`src/rtl/zts_pkg.sv`:
```
package zts_pkg;
  localparam int BURST_W = 2;

  function automatic logic [BURST_W-1:0] burst_offset(
    input logic [BURST_W-1:0] base,
    input logic [BURST_W-1:0] step,
    input logic               ilv
  );
    return ilv ? (base ^ step) : (base + step);
  endfunction
endpackage

```
`src/rtl/zts_cmd.sv`:
```
module zts_cmd #(
  parameter int ADDR_W = 4,
  parameter int LANES  = 4
) (
  input  logic              clk_i,
  input  logic              rst_ni,
  input  logic              en_i,
  input  logic              load_ni,
  input  logic              wr_ni,
  input  logic [LANES-1:0]  lane_we_ni,
  input  logic              sel_ok_i,
  input  logic              ilv_i,
  input  logic [ADDR_W-1:0] addr_i,
  output logic              vld_o,
  output logic              wr_o,
  output logic [ADDR_W-1:0] addr_o,
  output logic [LANES-1:0]  mask_o
);
  import zts_pkg::*;

  logic               act_q, wr_q;
  logic [ADDR_W-1:0]  base_q;
  logic [BURST_W-1:0] cnt_q, cnt_nx;

  assign cnt_nx = cnt_q + 1'b1;

  always_comb begin
    if (!load_ni) begin
      vld_o  = sel_ok_i;
      wr_o   = ~wr_ni;
      addr_o = addr_i;
    end else begin
      vld_o  = act_q;
      wr_o   = wr_q;
      addr_o = {base_q[ADDR_W-1:BURST_W],
                burst_offset(base_q[BURST_W-1:0], cnt_nx, ilv_i)};
    end
    mask_o = (vld_o && wr_o) ? ~lane_we_ni : '0;  // lanes ignored on reads
  end

  always_ff @(posedge clk_i or negedge rst_ni) begin
    if (!rst_ni) begin
      act_q  <= 1'b0;
      wr_q   <= 1'b0;
      base_q <= '0;
      cnt_q  <= '0;
    end else if (en_i) begin
      if (!load_ni) begin
        act_q  <= sel_ok_i;
        wr_q   <= ~wr_ni;
        base_q <= addr_i;
        cnt_q  <= '0;
      end else if (act_q) begin
        cnt_q  <= cnt_nx;
      end
    end
  end
endmodule

```
`src/rtl/zts_pipe.sv`:
```
module zts_pipe #(
  parameter int W      = 8,
  parameter int STAGES = 2
) (
  input  logic         clk_i,
  input  logic         rst_ni,
  input  logic         en_i,
  input  logic [W-1:0] d_i,
  output logic [W-1:0] q_o
);
  logic [STAGES-1:0][W-1:0] q;

  always_ff @(posedge clk_i or negedge rst_ni) begin
    if (!rst_ni) begin
      q <= '0;
    end else if (en_i) begin
      q[0] <= d_i;
      for (int s = 1; s < STAGES; s++) q[s] <= q[s-1];
    end
  end

  assign q_o = q[STAGES-1];
endmodule

```
`src/rtl/zts_array.sv`:
```
module zts_array #(
  parameter int ADDR_W = 4,
  parameter int LANES  = 4,
  parameter int LANE_W = 9,
  localparam int WORD_W = LANES * LANE_W,
  localparam int DEPTH  = 1 << ADDR_W
) (
  input  logic              clk_i,
  input  logic              rst_ni,
  input  logic              en_i,
  input  logic              vld_i,
  input  logic              wr_i,
  input  logic [ADDR_W-1:0] addr_i,
  input  logic [LANES-1:0]  mask_i,
  input  logic [WORD_W-1:0] wdata_i,
  output logic [WORD_W-1:0] rdata_o,
  output logic              oe_o
);
  logic [WORD_W-1:0] mem [DEPTH];

  always_ff @(posedge clk_i or negedge rst_ni) begin
    if (!rst_ni) begin
      for (int i = 0; i < DEPTH; i++) mem[i] <= '0;
      rdata_o <= '0;
      oe_o    <= 1'b0;
    end else if (en_i) begin
      oe_o <= vld_i && !wr_i;
      if (vld_i && wr_i) begin
        for (int j = 0; j < LANES; j++)
          if (mask_i[j]) mem[addr_i][j*LANE_W +: LANE_W] <= wdata_i[j*LANE_W +: LANE_W];
      end else if (vld_i) begin
        rdata_o <= mem[addr_i];
      end
    end
  end
endmodule

```
`src/rtl/zt_sram.sv`:
```
module zt_sram #(
  parameter int ADDR_W = 4,
  parameter int LANES  = 4,
  parameter int LANE_W = 9,
  parameter int LAT    = 2,
  localparam int WORD_W = LANES * LANE_W,
  localparam int CMD_W  = 2 + ADDR_W + LANES
) (
  input  logic              clk_i,
  input  logic              rst_ni,
  input  logic              hold_i,
  input  logic              load_ni,
  input  logic              wr_ni,
  input  logic [LANES-1:0]  lane_we_ni,
  input  logic              sel_a_ni,
  input  logic              sel_b_ni,
  input  logic              sel_c_i,
  input  logic              burst_ilv_i,
  input  logic [ADDR_W-1:0] addr_i,
  input  logic [WORD_W-1:0] data_i,
  output logic [WORD_W-1:0] data_o,
  output logic              data_oe_o
);
  logic              en, sel_ok;
  logic              c_vld, c_wr, p_vld, p_wr;
  logic [ADDR_W-1:0] c_addr, p_addr;
  logic [LANES-1:0]  c_mask, p_mask;

  assign en     = ~hold_i;
  assign sel_ok = ~sel_a_ni & ~sel_b_ni & sel_c_i;

  zts_cmd #(.ADDR_W(ADDR_W), .LANES(LANES)) u_cmd (
    .clk_i, .rst_ni, .en_i(en), .load_ni, .wr_ni, .lane_we_ni,
    .sel_ok_i(sel_ok), .ilv_i(burst_ilv_i), .addr_i,
    .vld_o(c_vld), .wr_o(c_wr), .addr_o(c_addr), .mask_o(c_mask)
  );

  zts_pipe #(.W(CMD_W), .STAGES(LAT)) u_pipe (
    .clk_i, .rst_ni, .en_i(en),
    .d_i({c_vld, c_wr, c_addr, c_mask}),
    .q_o({p_vld, p_wr, p_addr, p_mask})
  );

  zts_array #(.ADDR_W(ADDR_W), .LANES(LANES), .LANE_W(LANE_W)) u_array (
    .clk_i, .rst_ni, .en_i(en),
    .vld_i(p_vld), .wr_i(p_wr), .addr_i(p_addr), .mask_i(p_mask),
    .wdata_i(data_i), .rdata_o(data_o), .oe_o(data_oe_o)
  );
endmodule

```
`config.mk`:
```
export PLATFORM = sky130hd
export DESIGN_NAME = zt_sram
export DESIGN_NICKNAME = d
export VERILOG_FILES = /design/src/rtl/zts_pkg.sv /design/src/rtl/zts_cmd.sv /design/src/rtl/zts_pipe.sv /design/src/rtl/zts_array.sv /design/src/rtl/zt_sram.sv
export SDC_FILE = /design/constraint.sdc
export NUM_CORES = 1
export LEC_CHECK = 0
export BUFFER_PORTS_ARGS = -buffer_cell sky130_fd_sc_hd__buf_4
export CORE_ASPECT_RATIO = 0.5
export CORE_MARGIN = 4
export CORE_UTILIZATION = 46
export CTS_CLUSTER_SIZE = 30
export DETAILED_ROUTE_END_ITERATION = 8
export MAX_ROUTING_LAYER = met4
export PLACE_DENSITY_LB_ADDON = 0.1
export SLEW_MARGIN = 20
export SYNTH_ARGS = -nofsm -noshare
export SYNTH_HDL_FRONTEND = slang
export SYNTH_SLANG_ARGS = --single-unit
```
`constraint.sdc`:
```
create_clock -name clk_i -period 5.29 [get_ports clk_i]
set_clock_uncertainty 0.05 [all_clocks]
set_input_delay 0.2645 -clock clk_i [delete_from_list [all_inputs] [get_ports clk_i]]
set_output_delay 0.2645 -clock clk_i [all_outputs]
set_load 0.01 [all_outputs]
```
==> results.toml <==
[status]
status = "finished, final reports clean"

[cells_and_area]
stdcell_count = 2968
antenna_cells = 0
final_core_util = 0.528
final_nets = 2157
areaGrowthSynthToFinish_pct = 13.1
drive_above_1_share = 0.409

[floorplanning]
rows = 64
fp.dieH_um = 185
core_mm2 = 0.0614
start_util = 0.467
ioPinCount = 90
die_w_um = 361
die_area_mm2 = 0.0666

[run]
drv_cap = 0

[timing]
relSlewSlack = 0.308
setup_tns_ns = 0
worst_slew_pin_slew_ns = 1.04
rsz0062_at_grt = "false"
min_period_ns = 3.30
maxSlewViolCount = 0
setup_viol = 0
finalHoldViolations = 0
finalCritPeriodShare = 0.623
max_freq_ghz = 0.303

[global_routing]
first_global_vias = 17400
grtUsageTotal = 0.211
gr-total-overflow = 0
antenna_found_initial = 0
grt_max_degree = 158
grt_pass1_wl_um = 107000

[synth]
avgSynthCellArea_um2 = 14.3
ys_seq_area_frac = 0.558
synth_cells = 1999
syn_area_mm2 = 0.0287
synthesis.nets = 2053
yosysWarnings = 0
synth-seq-cells = 639
synthDistinctLibCells = 41

[clock_network]
root_buffer = "clkbuf_16"
path_clk_slew_ns = 0.06
h-tree-depth = 2
clk_latency_ns = 0.61
cts_buffer_depth = 3
cts_inserted_buffers = 59
cts.sinks = 639
cts_resized = 0
cts_tree = "yes"

[worst_setup_path]
path_class = "reg2reg"
reg2reg_depth = 5
arrival_ns = 3.73
start_kind = "flop"
critPathMaxFanout = 26
required_ns = 5.72
cp-end-kind = "flop"

[worst_hold_path]
min_path_type = "in2reg"
min_path_cells = 5

[route]
first_pass_iters = 4
ant_nets = 0
drcViolationCount = 0
wl_um = 67500
vias_per_cell = 5.72
num_vias = 17000
drt_iter0_markers = 863
wl_per_cell_um = 22.7

[placed_design]
gp_congestion = 0.746
port_buffers = 89
dp_hpwl_um = 42300
dp_cells = 2815

[power]
vdd_drop_max_mv = 0.229
powerDensity_mw_per_mm2 = 346
p_leak_nw = 15.6
## power by group
group	internal, mW	switching, mW	leakage (nW)	total, mW
combinational	0.702	1.02	5.91	1.73
clock	2.35	1.85	0.911	4.20
sequential	5.07	0.225	8.82	5.29
total	8.12	3.10	15.6	11.2
## worst max-delay path, stage by stage (launching register included)
cell and delay (ns):
dfrtp_2 0.93, buf_4 0.54, nand2_1 0.17, or2_0 0.58
nor2_4 0.49, mux2_2 0.38
## kinds of logic after synthesis
group	share of synthesized area
muxes	0.337
DFF	0.558
AOI/OAI and AO/OA	0.0445
and+or+nand+nor	0.0385
buffers and inverters	0.0209
xor gates and xnor gates	0.00109
adders and majority gates	0.000436
## cells in the mapped netlist
cell type,n,area [µm²]
dfrtp_1,639,16000
mux2_2,567,6380
mux2i_1,221,2210
nor2_1,78,293
o22ai_1,72,450
clkbuf_1,66,248
o21ai_0,46,230
nand2_2,44,275
a221oi_1,36,315
a31oi_1,36,225
mux4_2,36,811
buf_4,24,180
mux2_1,22,248
buf_2,19,95.1
nor2_4,19,214
nand2_1,18,67.6
buf_1,6,22.5
nand2b_1,6,37.5
nor3_2,6,60.1
and2_1,4,25.0
o31ai_1,4,30.0
clkbuf_4,3,22.5
or2_0,3,18.8
a22o_1,2,17.5
buf_6,2,22.5
inv_1,2,7.51
nand3b_1,2,15.0
nor2b_1,2,12.5
or3b_2,2,17.5
a21o_1,1,7.51
and3b_1,1,8.76
ha_1,1,12.5
nand3_1,1,5.00
nand3_2,1,10.0
nand4_2,1,12.5
nor2_2,1,6.26
nor3b_1,1,7.51
nor4_2,1,12.5
or2_1,1,6.26
xnor2_1,1,8.76
xnor3_1,1,22.5
## routing by layer
metal | wire length, µm | track usage | vias to the layer above | part of all wire
met5 | 0 | - | - | 0
met4 | 728 | 0.0302 | 0 | 0.011
met3 | 2400 | 0.0308 | 65 | 0.036
met2 | 29400 | 0.309 | 236 | 0.43
met1 | 35000 | 0.320 | 9086 | 0.52
li1 | - | - | 7588 | -
## final cells by class
class                      count  area, µm²
fill                        5243      29000
clock inverter                 7       68.8
tap                          825       1030
clock buffer                  94       1790
multi-input combinational   1238      12100
timing repair buffer         163       1440
sequential                   639      16000
inverter                       2       7.51
## path summary, 6_finish.rpt
check,start,endpoint,slack (ns)
max,u_pipe.q_o[5],u_array.mem[175],1.99
max reg2reg,u_pipe.q_o[5],u_array.mem[175],1.99
max in group asynchronous,rst_ni,u_array.mem[411],3.57
min,sel_b_ni,u_pipe.q[1],0.11
min in group asynchronous,rst_ni,u_array.mem[398],0.19
min reg2reg,u_array.mem[159],u_array.mem[159],0.44
## layout by cell type, fill, tap and decap left out, types with 3 or more instances in the layout
cell type      Yosys  final
nor2_4            19     20
nor3_2             6      6
a221oi_1          36     36
buf_12             0      6
mux4_2            36     36
or2_0              3      3
clkbuf_16          0     61
clkbuf_8           0     14
o22ai_1           72     72
clkbuf_1          66     19
nand2b_1           6      6
and2_1             4      4
nor2_1            78     77
o31ai_1            4      4
dlygate4sd3_1      0     52
nand2_2           44     44
mux2i_1          221    221
mux2_2           567    567
dfrtp_1          639    636
a31oi_1           36     36
buf_4             24    104
nand2_1           18     18
mux2_1            22     22
o21ai_0           46     46
clkinv_2           0      4
## flip-flops by register name (all words and copies together), names as in the netlist
register / count
u_pipe.q: 10
u_cmd.cnt_q: 2
u_array.rdata_o: 36
u_cmd.base_q: 4
u_pipe.q_o: 10
u_array.oe_o: 1
u_array.mem: 576
## per-stage QoR
step	cell area [µm²]	power [mW]	worst slack [ns]	hold slack (ns)
after floorplan	28700	6.32	3.50	-0.0811
after global placement	30100	7.11	2.00	0.286
after detailed placement	30100	7.11	2.02	0.286
after CTS	32400	11.4	2.01	0.105
after global routing	32400	11.7	1.89	0.157
final	32400	11.2	1.99	0.109
## timing repair
action	CTS	global route
endpoints found under the setup margin	0	0
setup buffers	0	0
hold buffers	52	0
endpoints found under the hold margin	666	0
(Power assumes the default switching activity.)
